**src/rtl/oled_cmd_pkg.sv**
```systemverilog
package oled_cmd_pkg;
  localparam int BYTE_W = 8;

  typedef enum logic [1:0] {
    ACT_NONE  = 2'd0,
    ACT_COL   = 2'd1,
    ACT_ROW   = 2'd2,
    ACT_REMAP = 2'd3
  } cmd_act_e;

  localparam logic [7:0] OP_COLWIN = 8'h15;
  localparam logic [7:0] OP_ROWWIN = 8'h75;
  localparam logic [7:0] OP_REMAP  = 8'hA0;
  localparam logic [7:0] OP_GREY   = 8'hB8;
  localparam logic [7:0] OP_FILL   = 8'hFF;
endpackage

```
**src/rtl/ocp_lookup.sv**
```systemverilog
module ocp_lookup
  import oled_cmd_pkg::*;
#(
  parameter int CNT_W = 4
) (
  input  logic [BYTE_W-1:0] opcode,
  output logic [CNT_W-1:0]  nargs,
  output cmd_act_e          act,
  output logic              known
);
  always_comb begin
    nargs = '0;
    act   = ACT_NONE;
    known = 1'b1;
    unique case (opcode)
      OP_COLWIN: begin nargs = CNT_W'(2); act = ACT_COL; end
      OP_ROWWIN: begin nargs = CNT_W'(2); act = ACT_ROW; end
      OP_REMAP:  begin nargs = CNT_W'(1); act = ACT_REMAP; end
      OP_GREY:   nargs = CNT_W'(8);
      8'h81, 8'hA1, 8'hA2, 8'hA8, 8'hAD,
      8'hB1, 8'hB2, 8'hB3, 8'hBC, 8'hBE, 8'hBF:
        nargs = CNT_W'(1);
      8'h84, 8'h85, 8'h86, 8'hA4, 8'hA5, 8'hA6, 8'hA7,
      8'hAE, 8'hAF, 8'hE3, OP_FILL:
        nargs = '0;
      default: known = 1'b0;
    endcase
  end
endmodule

```
**src/rtl/ocp_argbuf.sv**
```systemverilog
module ocp_argbuf
  import oled_cmd_pkg::*;
#(
  parameter int MAX_ARGS = 8,
  localparam int IDX_W = (MAX_ARGS > 1) ? $clog2(MAX_ARGS) : 1
) (
  input  logic              clk,
  input  logic              rst,
  input  logic              wr_en,
  input  logic [IDX_W-1:0]  wr_idx,
  input  logic [BYTE_W-1:0] wr_data,
  input  logic [IDX_W-1:0]  rd_idx,
  output logic [BYTE_W-1:0] rd_data
);
  logic [BYTE_W-1:0] slot_q [MAX_ARGS];

  for (genvar g = 0; g < MAX_ARGS; g++) begin : g_slot
    always_ff @(posedge clk) begin
      if (rst)
        slot_q[g] <= '0;
      else if (wr_en && wr_idx == IDX_W'(g))
        slot_q[g] <= wr_data;
    end
  end

  assign rd_data = slot_q[rd_idx];
endmodule

```
**src/rtl/oled_cmd_parser.sv**
```systemverilog
module oled_cmd_parser
  import oled_cmd_pkg::*;
#(
  parameter int MAX_ARGS = 8
) (
  input  logic              clk,
  input  logic              rst,
  input  logic              in_valid,
  input  logic              in_is_data,
  input  logic [BYTE_W-1:0] in_byte,
  output logic              ram_we,
  output logic [BYTE_W-1:0] ram_wdata,
  output logic              col_load,
  output logic              row_load,
  output logic [BYTE_W-1:0] win_first,
  output logic [BYTE_W-1:0] win_last,
  output logic              remap_load,
  output logic [BYTE_W-1:0] remap_val,
  output logic              unknown_cmd
);
  localparam int CNT_W = $clog2(MAX_ARGS + 1);
  localparam int IDX_W = (MAX_ARGS > 1) ? $clog2(MAX_ARGS) : 1;

  logic [CNT_W-1:0]  cnt_q, need_q, lut_n;
  cmd_act_e          act_q, lut_act;
  logic              lut_known;
  logic [BYTE_W-1:0] arg0;

  wire cmd_byte = in_valid && !in_is_data;
  wire at_op    = (cnt_q == '0);
  wire arg_last = !at_op && (cnt_q == need_q);

  ocp_lookup #(.CNT_W(CNT_W)) u_lut (
    .opcode (in_byte),
    .nargs  (lut_n),
    .act    (lut_act),
    .known  (lut_known)
  );

  ocp_argbuf #(.MAX_ARGS(MAX_ARGS)) u_args (
    .clk     (clk),
    .rst     (rst),
    .wr_en   (cmd_byte && !at_op),
    .wr_idx  (IDX_W'(cnt_q - CNT_W'(1))),
    .wr_data (in_byte),
    .rd_idx  ('0),
    .rd_data (arg0)
  );

  always_ff @(posedge clk) begin
    if (rst) begin
      cnt_q       <= '0;
      need_q      <= '0;
      act_q       <= ACT_NONE;
      ram_we      <= 1'b0;
      ram_wdata   <= '0;
      col_load    <= 1'b0;
      row_load    <= 1'b0;
      win_first   <= '0;
      win_last    <= '0;
      remap_load  <= 1'b0;
      remap_val   <= '0;
      unknown_cmd <= 1'b0;
    end else begin
      ram_we      <= 1'b0;
      col_load    <= 1'b0;
      row_load    <= 1'b0;
      remap_load  <= 1'b0;
      unknown_cmd <= 1'b0;
      if (in_valid && in_is_data) begin
        ram_we    <= 1'b1;
        ram_wdata <= in_byte;
      end
      if (cmd_byte) begin
        if (at_op) begin
          unknown_cmd <= !lut_known;
          if (lut_n != '0) begin
            cnt_q  <= CNT_W'(1);
            need_q <= lut_n;
            act_q  <= lut_act;
          end
        end else if (arg_last) begin
          cnt_q <= '0;
          unique case (act_q)
            ACT_COL: begin
              col_load  <= 1'b1;
              win_first <= (need_q == CNT_W'(1)) ? in_byte : arg0;
              win_last  <= in_byte;
            end
            ACT_ROW: begin
              row_load  <= 1'b1;
              win_first <= (need_q == CNT_W'(1)) ? in_byte : arg0;
              win_last  <= in_byte;
            end
            ACT_REMAP: begin
              remap_load <= 1'b1;
              remap_val  <= in_byte;
            end
            default: ;
          endcase
        end else begin
          cnt_q <= cnt_q + CNT_W'(1);
        end
      end
    end
  end
endmodule

```
**config.mk**
```make
export PLATFORM = sky130hd
export DESIGN_NAME = oled_cmd_parser
export DESIGN_NICKNAME = d
export VERILOG_FILES = /design/src/rtl/oled_cmd_pkg.sv /design/src/rtl/ocp_lookup.sv /design/src/rtl/ocp_argbuf.sv /design/src/rtl/oled_cmd_parser.sv
export SDC_FILE = /design/constraint.sdc
export NUM_CORES = 1
export LEC_CHECK = 0
export BUFFER_PORTS_ARGS = -buffer_cell sky130_fd_sc_hd__buf_2
export CELL_PAD_IN_SITES_DETAIL_PLACEMENT = 2
export CELL_PAD_IN_SITES_GLOBAL_PLACEMENT = 2
export CORE_MARGIN = 1.5
export CORE_UTILIZATION = 34
export CTS_CLUSTER_DIAMETER = 30
export DETAILED_ROUTE_END_ITERATION = 6
export GPL_ROUTABILITY_DRIVEN = 0
export HOLD_SLACK_MARGIN = 0.03
export PLACE_DENSITY_LB_ADDON = 0.1
export SLEW_MARGIN = 20
export SYNTH_ARGS = -nofsm -noshare
export SYNTH_HDL_FRONTEND = slang
export SYNTH_SLANG_ARGS = --single-unit
```
**constraint.sdc**
```tcl
create_clock -name clk -period 2.2 [get_ports clk]
set_input_delay 0.33 -clock clk [delete_from_list [all_inputs] [get_ports clk]]
set_output_delay 0.33 -clock clk [all_outputs]
set_load 0.005 [all_outputs]
```
Yosys cells after proc, flatten, opt, wreduce, memory -nomap -nowiden
Memory sizes are Yosys's and may differ from the RTL's.
Index checks and enable logic that the tools add are counted.

word-level totals
  memories kept = 1
  bits in registers = 47
  input bits = 12
  logic and storage cells = 138
  RAM bits = 64

cells by class
  equality and inequality tests = 39
  muxes and demuxes = 45
  reduce and logical (&&, ||, !) cells = 28
  bitwise operators = 11
  add/sub/neg operators = 2

memory list
  name           words  bits a word  rd ports  clocked after memory_dff  write ports  line              text
  u_args.slot_q  8      8            1         0                         8            ocp_argbuf.sv:15  logic [BYTE_W-1:0] slot_q [MAX_ARGS];

operator list
  kind                                                                   count
  8-bit equality test, second input constant                             24
  8-bit two-way mux                                                      9
  1-bit two-way mux                                                      31
  26-bit OR reduction                                                    1
  3-bit equality test, second input constant                             4
  1-bit logical AND                                                      12
  4-bit two-way mux                                                      3
  4-bit case mux with 3 select lines                                     1
  12-bit OR reduction                                                    1
  8-bit by 5-bit equality test with 1-bit output, second input constant  1
  8-bit by 7-bit equality test with 1-bit output, second input constant  1
  1-bit OR                                                               8
  4-bit AND reduction                                                    2
  3-bit by 2-bit equality test with 1-bit output, second input constant  2
  2-bit case mux with 3 select lines                                     1
  4-bit by 1-bit adder with 4-bit output, second input constant          1
  2-bit equality test, second input constant                             2
  4-bit by 1-bit equality test with 1-bit output, second input constant  1
  4-bit equality test                                                    1
  4-bit zero test                                                        1
  4-bit nonzero test                                                     1
  2-bit OR reduction                                                     2
  4-bit OR reduction                                                     1
  3-bit by 1-bit equality test with 1-bit output, second input constant  1
  other kinds (9)                                                        13

Longest topological paths before layout
  depth in word-level cells = 8
  gate-level depth with buffers = 9
  depth with buffers taken out = 7

Cells and area by module
A second synthesis with hierarchy kept.

unflattened totals
  cells, all modules = 480
  area, all modules = 5424.0 µm²

by module, submodules not included
  module           area each (µm²)  cells each  instances
  ocp_argbuf       2987.9           195         1
  oled_cmd_parser  2139.6           237         1
  ocp_lookup       296.5            48          1

Worst setup path before layout
Ideal clock, no wire load.

  path type = reg-to-reg
  start = register cnt_q[0]
  end = register win_last[6]
  clock period less this slack = 1.802 ns
  data required time = 2.072 ns
  arrival time = 1.674 ns
  stages on the path, launching flop included = 10
  slack = 0.398 ns
  cells stage by stage = dfxtp_1 > inv_1 > ha_1 > nor3_1 > a21o_1 > and4b_1 > buf_4 > buf_6 > mux2i_1 > nor2_1

between the ends
  word-level cells in the longest chain between the ends = 4
  elaborated cells on any way between the ends = 6
  classes of those cells = 1 x eq/ne; 1 x bitwise; 4 x reduce/logical

RTL lines
  element                                   line                    text
  start, declared                           oled_cmd_parser.sv:24   logic [CNT_W-1:0] cnt_q, need_q, lut_n;
  start signal, assigned                    oled_cmd_parser.sv:102  cnt_q <= cnt_q + CNT_W'(1);
  4-bit zero test                           oled_cmd_parser.sv:30   wire at_op = (cnt_q == '0);
  1-bit zero test                           oled_cmd_parser.sv:31   wire arg_last = !at_op && (cnt_q == need_q);
  1-bit logical AND                         oled_cmd_parser.sv:31
  4-bit AND reduction (no source line) (*)  n/a
  end signal, assigned                      oled_cmd_parser.sv:88   win_last <= in_byte;
  end signal, assigned                      oled_cmd_parser.sv:93   win_last <= in_byte;
  end, declared                             oled_cmd_parser.sv:16   output logic [BYTE_W-1:0] win_last,

Every way passes the cells marked *; elsewhere a longest branch is shown, timed or not.
A chain may end at the register's enable or synchronous reset.

Final worst setup path
  start = register cnt_q[0]
  end = register win_last[4]

The elaborated chain is that of the path after synthesis.

==> flow_metrics.env <==
export IMPL_synth_seq_area_share_pct=43.9
export IMPL_post_cts_hold_buffer_count=0
export IMPL_layout_drive_gt1_share_pct=26.5
export IMPL_multiInputGateArea_um2=1340
export IMPL_syn_nets=294
export IMPL_hold_path_startpoint="in_byte[7]"
export IMPL_worst_setup_path_start_kind="register"
export IMPL_crit_type="reg2reg"
export IMPL_cts_made_buffers=5
export IMPL_worst_clock_skew_ns=0.00886
export IMPL_vdd_ir_drop_max_uv=254
export IMPL_crit_fanout=24
export IMPL_mostFrequentLayoutCells="sky130_fd_sc_hd__buf_2 (48), sky130_fd_sc_hd__dfxtp_1 (46), sky130_fd_sc_hd__nor2_1 (31)"
export IMPL_post_cts_resize_count=0
export IMPL_min_delay_worst_endpoint="ram_wdata[7]$_SDFFE_PP0P_"
export IMPL_hold_worst_slack_ns=0.327
export IMPL_grt_ovfl_total=0
export IMPL_critical_path_cell_sequence="inv_1 > ha_1 > nor3_1 > a21o_1 > and4b_1 > buf_12 > mux2i_1 > nor2_1"
export IMPL_cts_tree="built"
export IMPL_fillCellCount=852
export IMPL_totalNegativeSetupSlack_ns=0
export IMPL_yosys_most_used_dff="sky130_fd_sc_hd__dfxtp_1"
export IMPL_n_antenna_cell=0
export IMPL_status="complete, no violations"
export IMPL_cts_max_level=2
export IMPL_first_global_vias=2350
export IMPL_timing_reg2reg_setup_slack_ns=0.22
export IMPL_period_needed_ns=1.98
export IMPL_hp_class="in2reg"
export IMPL_syn_area_um2=2650
export IMPL_placement_setup_worst_slack_ns=0.201
export IMPL_cap_violations=0
export IMPL_drc=0
export IMPL_worstPathRequired_ns=2.40
export IMPL_layout_nets=334
export IMPL_starting_density_of_the_core_pct=35.7
export IMPL_yosysUniqueCellTypes=59
export IMPL_drtIter0Drc=64
export IMPL_postSynth_asyncResetShare_pct=0
export IMPL_post_cts_buffers=0
export IMPL_cts_sinks=54
export IMPL_routedWlPerCell_um=17.2
export IMPL_cp_end_kind="register"
export IMPL_powerDensity_nw_per_um2=584
export IMPL_slew_violations=0
export IMPL_max_freq_ghz=0.504
export IMPL_placeableCoreArea_um2=7410
export IMPL_placedCellCount=408
export IMPL_clk_lat_worst_skew_ns=0.32
export IMPL_clk_tree_root_cell="sky130_fd_sc_hd__clkbuf_8"
export IMPL_syn_inst=276
export IMPL_cp_slowest_cell="sky130_fd_sc_hd__dfxtp_1"
export IMPL_largest_net_degree_at_the_start_of_global_routing=25
export IMPL_finalHoldViolCount=0
export IMPL_critPathArrivalTime_ns=2.19
export IMPL_reg2reg_depth=8
export IMPL_detailroute_via_count=2168
export IMPL_synth_warnings=0
export IMPL_design_die_area_um2=8320
export IMPL_worst_slew_pin_transition_ns=0.532
export IMPL_layout_cells_most_common="sky130_fd_sc_hd__buf_2"
export IMPL_clockBufferDepth=2
export IMPL_layout_area_overhead_vs_synth_pct=15.9
export IMPL_detailedRoute_firstPassIterationCount=4
export IMPL_timing_rr_end="win_last[4]$_SDFFE_PP0P_"
export IMPL_critPathMaxStageDelay_ns=0.48
export IMPL_final_core_utilization_pct=41.4
export IMPL_placement_io_buffers=48
export IMPL_x_dimension_of_the_die_um=91.2
export IMPL_static_leakage_power_nw=1.28
export IMPL_floorplan_die_height_um=91.2
export IMPL_worstHoldPathCells=3
export IMPL_post_dp_hpwl_um=5230
export IMPL_route_detailed_vias_per_inst=5.21
export IMPL_core_rowCount=31
export IMPL_postSynthAreaPerCell_um2=9.58
export IMPL_post_route_period_util_pct=90.2
export IMPL_drt_antenna_violating_nets=0
export IMPL_timing_final_setup_violations=0
export IMPL_worstReg2RegStart="cnt_q[0]$_SDFFE_PP0P_"
export IMPL_ioPinCount=49
export IMPL_grt_antenna_before_repair=0
export IMPL_layout_cells_non_filler=416
export IMPL_drt_wl_total_um=7140
export IMPL_count_of_flip_flops_with_a_built_in_enable_after_synthesis=8
export IMPL_clkSlewWorstSetupHoldPaths_ns=0.10
export IMPL_register_area_um2=1160
export IMPL_maxSlewHeadroom_pct=64.4
export IMPL_first_pass_grt_wire_length_um=12100
export IMPL_flip_flop_and_latch_count_after_synthesis=54
export IMPL_rsz0062_at_grt="no"
export IMPL_worst_slack_ns=0.215
export IMPL_global_route_usage_total_pct=18.5
how the worst max path moves through the flow:
| stage | from | endpoint | slack (ns) | cells past startpoint |
|---|---|---|---|---|
| finish | cnt_q[0]$_SDFFE_PP0P_ | win_last[4]$_SDFFE_PP0P_ | 0.22 | 8 |
| CTS | cnt_q[0]$_SDFFE_PP0P_ | win_last[4]$_SDFFE_PP0P_ | 0.19 | 8 |
| global route | cnt_q[0]$_SDFFE_PP0P_ | win_last[3]$_SDFFE_PP0P_ | 0.05 | 8 |
| floorplan | cnt_q[0]$_SDFFE_PP0P_ | win_last[6]$_SDFFE_PP0P_ | 0.40 | 9 |
| global placement | cnt_q[0]$_SDFFE_PP0P_ | win_last[2]$_SDFFE_PP0P_ | 0.24 | 8 |
| detailed placement | cnt_q[0]$_SDFFE_PP0P_ | win_last[4]$_SDFFE_PP0P_ | 0.20 | 8 |
where the power goes:
part / internal [mW] / total, mW / switching (mW) / leakage, nW
clock network: 0.260 / 0.603 / 0.343 / 0.0514
registers: 1.01 / 1.02 / 0.00670 / 0.454
logic: 0.0544 / 0.167 / 0.112 / 0.779
total: 1.33 / 1.79 / 0.462 / 1.28
cells in the mapped netlist, drive strengths merged (2+ instances only):
library cell / n / share of area [%]
nand4: 2 / 0.47
mux2i: 24 / 9.1
nor2b: 5 / 1.2
ha: 6 / 2.8
nor3b: 5 / 1.4
nand3: 19 / 3.6
and2: 6 / 1.4
inv: 7 / 0.99
buf: 14 / 3.1
nand2b: 2 / 0.47
and4bb: 2 / 0.95
edfxtp: 8 / 9.1
clkbuf: 9 / 1.3
nor2: 31 / 4.4
xor2: 2 / 0.66
a211oi: 11 / 4.8
a21oi: 16 / 3.2
a21o: 2 / 0.57
xnor2: 2 / 0.66
o311a: 2 / 1.2
nand2: 17 / 2.4
o21ai: 4 / 0.76
and3: 2 / 0.47
dfxtp: 46 / 35
o31ai: 3 / 0.85
nor3: 6 / 1.3
per-layer routing:
metal / up-vias / wire length [um] / track usage (%)
met1: 1059 / 3410 / 23.8
met5: - / 0 / 0
li1: 1055 / - / -
met2: 42 / 3350 / 30.5
met4: 0 / 168 / 7.03
met3: 12 / 213 / 3.52
cell families (layout without fill, tap and decap cells):
kind of cell | after synthesis | after routing | share of synthesized area, %
flip-flops | 54 | 54 | 43.9
AO/OA/AOI/OAI | 53 | 53 | 17.0
buffers and inverters | 30 | 71 | 5.35
XOR/XNOR | 4 | 4 | 1.32
multiplexers | 24 | 24 | 9.08
adder cells (fa/ha/maj) | 6 | 6 | 2.84
AND/OR/NAND/NOR | 105 | 105 | 20.5
metrics by stage:
stage / cell area [um^2] / power (mW)
finish: 3070 / 1.79
global route: 3070 / 1.87
CTS: 3070 / 1.82
detailed placement: 2970 / 1.21
global placement: 2970 / 1.21
floorplan: 2650 / 1.15
flip-flops by register name (all words and copies together) (netlist names), 2 cells and up:
| signal | cells |
|---|---|
| ram_wdata | 8 |
| cnt_q | 4 |
| need_q | 3 |
| remap_val | 8 |
| win_first | 8 |
| act_q | 2 |
| u_args.slot_q | 8 |
| win_last | 8 |
critical path, delay by kind of cell, from the launching register on:
| family | cells | cell delay, ns |
|---|---|---|
| multiplexers | 1 | 0.20 |
| flip-flops | 1 | 0.48 |
| buffers and inverters | 2 | 0.28 |
| AND/OR/NAND/NOR | 3 | 0.47 |
| adder cells (fa/ha/maj) | 1 | 0.25 |
| AO/OA/AOI/OAI | 1 | 0.19 |
cell type report:
cell class              count  share of cell area [%]
well taps                  99                    4.04
multi-input cells         192                    43.8
clock buffers               6                    2.69
inverters                   7                   0.857
repair buffers             56                    10.2
clock inverters             2                   0.571
flip-flops and latches     54                    37.9
(Power assumes the default switching activity.)
